<file path="config.mk">
export PLATFORM = sky130hd
export DESIGN_NAME = case_pred_mask
export DESIGN_NICKNAME = d
export VERILOG_FILES = /design/src/rtl/case_pred_mask.sv
export SDC_FILE = /design/constraint.sdc
export NUM_CORES = 1
export LEC_CHECK = 0
export ABC_AREA = 1
export CAP_MARGIN = 20
export CORE_MARGIN = 2
export CORE_UTILIZATION = 40
export CTS_CLUSTER_DIAMETER = 80
export DETAILED_ROUTE_END_ITERATION = 8
export DONT_BUFFER_PORTS = 1
export PLACE_DENSITY_LB_ADDON = 0.25
export REMOVE_ABC_BUFFERS = 1
export SLEW_MARGIN = 20
export SYNTH_ARGS = -nofsm -noshare
export SYNTH_HDL_FRONTEND = slang
export SYNTH_SLANG_ARGS = --single-unit
</file>
<file path="constraint.sdc">
create_clock -name clk -period 2.25 [get_ports clk]
set_input_delay 0.1125 -clock clk [delete_from_list [all_inputs] [get_ports clk]]
set_output_delay 0.1125 -clock clk [all_outputs]
set_load 0.05 [all_outputs]
</file>
<file path="src/rtl/case_pred_mask.sv">
module case_pred_mask #(
  parameter int LANES = 8,
  parameter int SEL_W = 4
) (
  input  logic                   clk,
  input  logic                   rst_n,
  input  logic                   pfx_valid,
  input  logic [2:0]             pfx_len,
  input  logic [1:0]             pfx_mode,
  input  logic [LANES*SEL_W-1:0] lane_sel,
  output logic                   mask_valid,
  output logic [LANES*8-1:0]     lane_mask
);
  localparam int MW = 8;

  logic [MW-1:0] len_ones;
  assign len_ones = 8'hFF >> (3'd7 - pfx_len);

  logic [LANES*MW-1:0] next_mask;

  for (genvar k = 0; k < LANES; k++) begin : g_lane
    logic [SEL_W-1:0] sel;
    logic             in_rng;
    logic [MW-1:0]    hot, upto, raw;
    assign sel    = lane_sel[k*SEL_W +: SEL_W];
    assign in_rng = ({{(32-SEL_W){1'b0}}, sel} <= {29'd0, pfx_len});
    assign hot    = in_rng ? (8'd1 << sel[2:0]) : 8'd0;
    assign upto   = in_rng ? ((8'd2 << sel[2:0]) - 8'd1) : 8'hFF;
    always_comb begin
      case (pfx_mode)
        2'd0:    raw = hot;
        2'd1:    raw = upto;
        2'd2:    raw = ~hot;
        default: raw = 8'd0;
      endcase
    end
    assign next_mask[k*MW +: MW] = raw & len_ones;
  end

  always_ff @(posedge clk) begin
    if (!rst_n) begin
      mask_valid <= 1'b0;
      lane_mask  <= '0;
    end else begin
      mask_valid <= pfx_valid;
      if (pfx_valid) lane_mask <= next_mask;
    end
  end
endmodule


</file>
==> results of run 1 <==
kinds of logic (layout without fill, tap and decap cells):
family / after synthesis / after routing / synth area share, %
adder cells (fa/ha/maj): 24 / 24 / 5.71
AO/OA/AOI/OAI: 92 / 92 / 9.25
flip-flops: 65 / 65 / 24.7
buffers and inverters: 114 / 98 / 9.97
AND/OR/NAND/NOR: 636 / 636 / 50.3
worst max path at each step:
stage | start | to | cells after the start
3_5_place_dp | pfx_len[2] | lane_mask[38] | 11
2_1_floorplan | pfx_len[2] | lane_mask[40] | 8
4_1_cts | pfx_len[2] | lane_mask[38] | 11
6_report | pfx_len[2] | lane_mask[38] | 11
5_1_grt | pfx_len[2] | lane_mask[41] | 11
3_3_place_gp | pfx_len[2] | lane_mask[34] | 11
per-layer routing:
layer | GRT usage [%] | vias to the layer above | share of wire (%) | wire length, µm
met5 | 0 | - | 0 | 0
met4 | 9.15 | 0 | 2.3 | 356
met3 | 6.27 | 21 | 7.3 | 1150
met2 | 34.2 | 159 | 44 | 6890
met1 | 29.9 | 2397 | 46 | 7250
li1 | - | 2948 | - | -
worst max-delay path: cells and delay by family:
family          cells  cell delay [ps]
compound gates      1               50
simple gates        7              690
fa+ha+maj           1              330
buf+inv             2              560
sequential cells by signal, indices dropped and copies added (netlist names):
| signal | flops |
|---|---|
| mask_valid | 1 |
| lane_mask | 64 |
power groups by stage:
stage               clock network (mW)  logic [mW]  registers (mW)
floorplan                            0       0.518            1.40
global placement                     0       0.711            1.40
detailed placement                   0       0.712            1.41
CTS                               1.36       0.720            1.38
global route                      1.41       0.829            1.38
finish                            1.33       0.722            1.38
layout by cell type, fill, tap and decap left out, drive strengths merged:
cell type	count
clkinvlp	2
nand3b	1
a21oi	80
buf	23
inv	57
o21ai	6
clkbuf	11
nand4	14
clkinv	3
dfxtp	65
o211ai	6
dlygate4sd3	2
nand2	413
ha	24
nor3	4
nor2	84
nand3	120
cell type report:
type	instances	area, µm²	share of cell area, %
repair buffers	25	193	3.41
flip-flops and latches	65	1300	23.0
clock buffers	11	253	4.47
well taps	172	215	3.81
inverters	57	214	3.79
multi-input cells	752	3440	60.9
clock inverters	5	30.0	0.532
through the flow:
| stage | worst slack (ps) | cell area [µm²] | hold WS [ps] | utilization [%] | power (mW) |
|---|---|---|---|---|---|
| after global routing | 428 | 5650 | 5.50 | 44.4 | 3.62 |
| after global placement | 350 | 5350 | 288 | 42.0 | 2.12 |
| after CTS | 704 | 5650 | 7.39 | 44.4 | 3.46 |
| final | 695 | 5650 | 21.2 | 44.4 | 3.43 |
| after floorplan | -337 | 4950 | 206 | - | 1.91 |
| after detailed placement | 334 | 5350 | 280 | 42.0 | 2.12 |
==> results_dict.tcl, run 1 <==
set metrics [dict create \
    synth_common_cells "sky130_fd_sc_hd__nand2_1, sky130_fd_sc_hd__nand3_1, sky130_fd_sc_hd__nor2_1" \
    synth.most_common_cell "sky130_fd_sc_hd__nand2_1" \
    timing_worst_slew_pin_value_ps 717 \
    fp-row-count 41 \
    critical_path.reg2reg.startpoint "lane_mask[32]" \
    cts.path.max_buffers 2 \
    rsz0062_at_grt "no" \
    detail_route.wl_per_cell_um 14.4 \
    die_y_um 119 \
    rrSetupSlack_ps 1220 \
    remaining_drc_errors 0 \
    synth_seq_area_share_pct 24.7 \
    seq_power_share_pct 40.2 \
    nFillCells 1441 \
    crit_required_ps 2450 \
    rr_endpoint "lane_mask[32]" \
    synthesis.instances 931 \
    post-synth-top-area-fraction_pct 29.5 \
    critical-path-max-stage-delay_ps 350 \
    cp.arrival_ps 1750 \
    fin_crit_sh_pct 69.1 \
    fin_skew_ps 0 \
    cts-buffers-inserted 9 \
    global_route_wire_length_before_repair_um 25100 \
    post_cts_buffers 0 \
    p_int_mw 2.24 \
    detailedRoute.firstPassIterationCount 6 \
    end_kind "flip-flop" \
    drt.antenna.violating_nets 0 \
    antenna-diode-count 0 \
    r2r_cells 2 \
    p_sw_mw 1.19 \
    wl_um 15600 \
    async_reset_ff_share_pct 0 \
    detail_route.iter0.violations 359 \
    max_cap_violations 0 \
    hold_removal_path_class "in -> reg" \
    initial_utilization_pct 41.3 \
    final_max_slew_viol_count 0 \
    cp_max_fo 16 \
    maxClockFrequency_mhz 643 \
    synth_seq_cells 65 \
    comb_power_share_pct 21.1 \
    placement.io_buffers 0 \
    synth_top_cells_by_area "sky130_fd_sc_hd__nand2_1, sky130_fd_sc_hd__dfxtp_1, sky130_fd_sc_hd__nand3_1, sky130_fd_sc_hd__a21oi_1, sky130_fd_sc_hd__ha_1" \
    yosys.area.top_type "sky130_fd_sc_hd__nand2_1" \
    cp-start-kind "primary input" \
    report.final.hold_viol_count 0 \
    cts_resized 0 \
    clockPowerShare_pct 38.7 \
    vias 5525 \
    power.share.switching_pct 34.8 \
    path_common_cell "sky130_fd_sc_hd__nand2_1" \
    net_total_in_the_final_layout 974 \
    antenna_violations_before_repair 0 \
    whs_path_depth 2 \
    post_detailed_placement_half_perimeter_wirelength_um 10600 \
    clk-insertion-delay-late_ps 340 \
    cts_hold_buffers 2 \
    total_die_area_um2 14100 \
    yosysWarningCount 0 \
    syn_area_um2 5260 \
    avgSynthCellArea_um2 5.65 \
    htreeDepth 3 \
    global_route.overflow_total 0 \
    finalNonFillerCells 1087 \
    tritoncts "done" \
    post_drt_via_cell_ratio 5.08 \
    track_usage_pct 22.5 \
    grt_start_max_net_pins 68 \
    dpl.cell_count 1069 \
    synth_flop_cell "sky130_fd_sc_hd__dfxtp_1" \
    period_needed_ps 1560 \
    setup-tns-final_ps 0 \
    design.portCount 105 \
    worstHoldEndpoint "lane_mask[24]" \
    setup_violations 0 \
    power.static_leakage_nw 2.45 \
    synthDistinctLibCells 23 \
    clk_root_buffer_cell "sky130_fd_sc_hd__clkbuf_16" \
    power-per-cell-area_nw_per_um2 607 \
    grt_pass1_vias 4782 \
    critPathSlowestCell "sky130_fd_sc_hd__nand2_1" \
    timing.hold.worst.start "pfx_valid" \
    crit_chain "inv_1, ha_1, nand2_1, nand2_1, nand2_1, buf_4, nand2_1, nand2_1, nand3_1, nand2_1, a21oi_1" \
    max-slew-margin-rel_pct 52.2 \
    edff_count_synth 0 \
    cts_num_sinks 65 \
    routabilityCongestion 0.868 \
    die-width_um 119 \
    status "complete, no violations" \
    path_class "in -> reg" \
    clkTransAtPathRegs_ps 50 \
    area_growth_pct 7.37 \
    post_route_cells_drive_above_1_share_pct 6.12 \
    design.core.area_um2 12700 \
    highest_ir_drop_seen_on_vdd_mv 0.373 \
]
Power figures use the tool's default switching activity.
==> inputs of run 2 (changes only) <==
- clock period: 2.25 -> 1.33 ns (I/O delays scaled with it)
==> run 2 against run 1 <==
Clock skew unchanged; critical path depth decreased by 7; routed wire length increased by 1.1%; flip-flop and latch count unchanged; clock power increased by 80%; count of clock-buffer cells in the layout increased by 1; combinational power increased by 150%; sequential share of layout area decreased by 3.2 points; sequential power increased by 50%; critical path type unchanged.
==> results_dict.tcl, run 2 (same netlist as run 1, synthesis figures left out) <==
set metrics [dict create \
    status "complete, no violations" \
    largest_reg_flops 64 \
    drt.antenna.violating_nets 0 \
    p_int_mw 4.23 \
    clkTransAtPathRegs_ps 50 \
    power.total_mw 6.26 \
    design.portCount 105 \
    multi_input_area_um2 3480 \
    setup_violations 0 \
    p_sw_mw 2.04 \
    max-slew-margin-rel_pct 68.2 \
    rsz0062_at_grt "yes" \
    max_flop_register "lane_mask" \
    cp_max_fo 7 \
    net_total_in_the_final_layout 1063 \
    global_route_wire_length_before_repair_um 25200 \
    track_usage_pct 22.3 \
    power.static_leakage_nw 2.99 \
    cts_num_sinks 65 \
    tritoncts "done" \
    comb_power_share_pct 28.7 \
    sequential_cell_area_um2 1300 \
    remaining_drc_errors 0 \
    detail_route.wl_per_cell_um 13.5 \
    seq_power_share_pct 33.1 \
    initial_utilization_pct 41.3 \
    hold_removal_path_class "in -> reg" \
    htreeDepth 3 \
    design.core.area_um2 12700 \
    routabilityCongestion 0.870 \
    die-width_um 119 \
    grt_pass1_vias 5009 \
    fin_skew_ps 0 \
    most-common-layout-cells "sky130_fd_sc_hd__nand2_1, sky130_fd_sc_hd__nand3_1, sky130_fd_sc_hd__buf_4" \
    timing_worst_slew_pin_value_ps 477 \
    cp-start-kind "primary input" \
    cp.arrival_ps 1570 \
    maxClockFrequency_mhz 777 \
    cts.path.max_buffers 2 \
    period_needed_ps 1290 \
    setup-tns-final_ps 0 \
    clk_root_buffer_cell "sky130_fd_sc_hd__clkbuf_16" \
    cts-buffers-inserted 9 \
    crit_required_ps 1620 \
    nFillCells 1378 \
    final_max_slew_viol_count 0 \
    finalNonFillerCells 1175 \
    highest_ir_drop_seen_on_vdd_mv 0.648 \
    placement.io_buffers 0 \
    finish.instance_area_um2 6560 \
    grt_start_max_net_pins 68 \
    antenna_violations_before_repair 0 \
    power.share.switching_pct 32.5 \
    fp-row-count 41 \
    die_y_um 119 \
    detail_route.iter0.violations 458 \
    hold_ws_ps 55.0 \
    post_route_cells_drive_above_1_share_pct 15.1 \
    power-per-cell-area_nw_per_um2 955 \
    end_kind "flip-flop" \
    post_detailed_placement_half_perimeter_wirelength_um 11000 \
    total_die_area_um2 14100 \
    layout_commonest_cell "sky130_fd_sc_hd__nand2_1" \
    clockPowerShare_pct 38.2 \
    global_route.overflow_total 0 \
    vias 5891 \
    area_growth_pct 24.7 \
    largestRegisters "lane_mask x64, mask_valid x1" \
    max_cap_violations 0 \
    wl_um 15800 \
    clk-insertion-delay-late_ps 340 \
    dpl.cell_count 1155 \
    area_post_placement_um2 6150 \
    detailedRoute.firstPassIterationCount 7 \
    report.final.hold_viol_count 0 \
    antenna-diode-count 0 \
    post_drt_via_cell_ratio 5.01 \
    path_class "in -> reg" \
    fin_crit_sh_pct 96.8 \
]
[run 2: per-layer routing]
metal | up-vias | GRT usage [%] | wire, µm
met5 | - | 0 | 0
met4 | 0 | 7.44 | 339
li1 | 3120 | - | -
met2 | 161 | 35.7 | 7090
met1 | 2586 | 29.0 | 7320
met3 | 24 | 5.98 | 1080
[run 2: repair_timing]
item	in CTS	in global routing
hold buffers	2	0
resized for setup	2	9
hold endpoints to repair	7	0
pin swaps	0	1
gates cloned	0	0
buffers inserted	0	3
endpoints found under the setup margin	7	60
[run 2: through the flow]
| stage | setup slack, ps | utilization (%) |
|---|---|---|
| floorplan | -1210 | - |
| global placement | -347 | 48.4 |
| detailed placement | -402 | 48.4 |
| CTS | -4.17 | 51.0 |
| global route | -5.21 | 51.5 |
| finish | 43.1 | 51.5 |
[run 2: power groups by stage]
stage / logic [mW] / clock network [mW] / registers (mW)
floorplan: 0.876 / 0 / 2.36
global placement: 1.73 / 0 / 2.11
finish: 1.80 / 2.39 / 2.07
global route: 1.98 / 2.53 / 2.08
CTS: 1.77 / 2.44 / 2.07
detailed placement: 1.75 / 0 / 2.11
[run 2: final cells by class]
type / count / share of cell area (%)
well taps: 172 / 3.28
clock buffers: 12 / 3.91
inverters: 57 / 3.32
flip-flops and latches: 65 / 19.8
clock inverters: 3 / 0.611
repair buffers: 114 / 15.9
multi-input cells: 752 / 53.1
[run 2: worst max-delay path: stages]
cell                            delay, ps
sky130_fd_sc_hd__dlygate4sd3_1        730
sky130_fd_sc_hd__nand2_1              120
sky130_fd_sc_hd__dlygate4sd3_1        600
sky130_fd_sc_hd__inv_1                 60
[run 2: path summary, 6_finish.rpt]
kind	start	endpoint	slack [ps]	cells after the start
worst max-delay path	pfx_valid	mask_valid	40	4
worst min-delay path	lane_sel[18]	lane_mask[35]	50	5
worst max register to register	lane_mask[29]	lane_mask[29]	680	2
worst min register to register	lane_mask[23]	lane_mask[23]	460	2
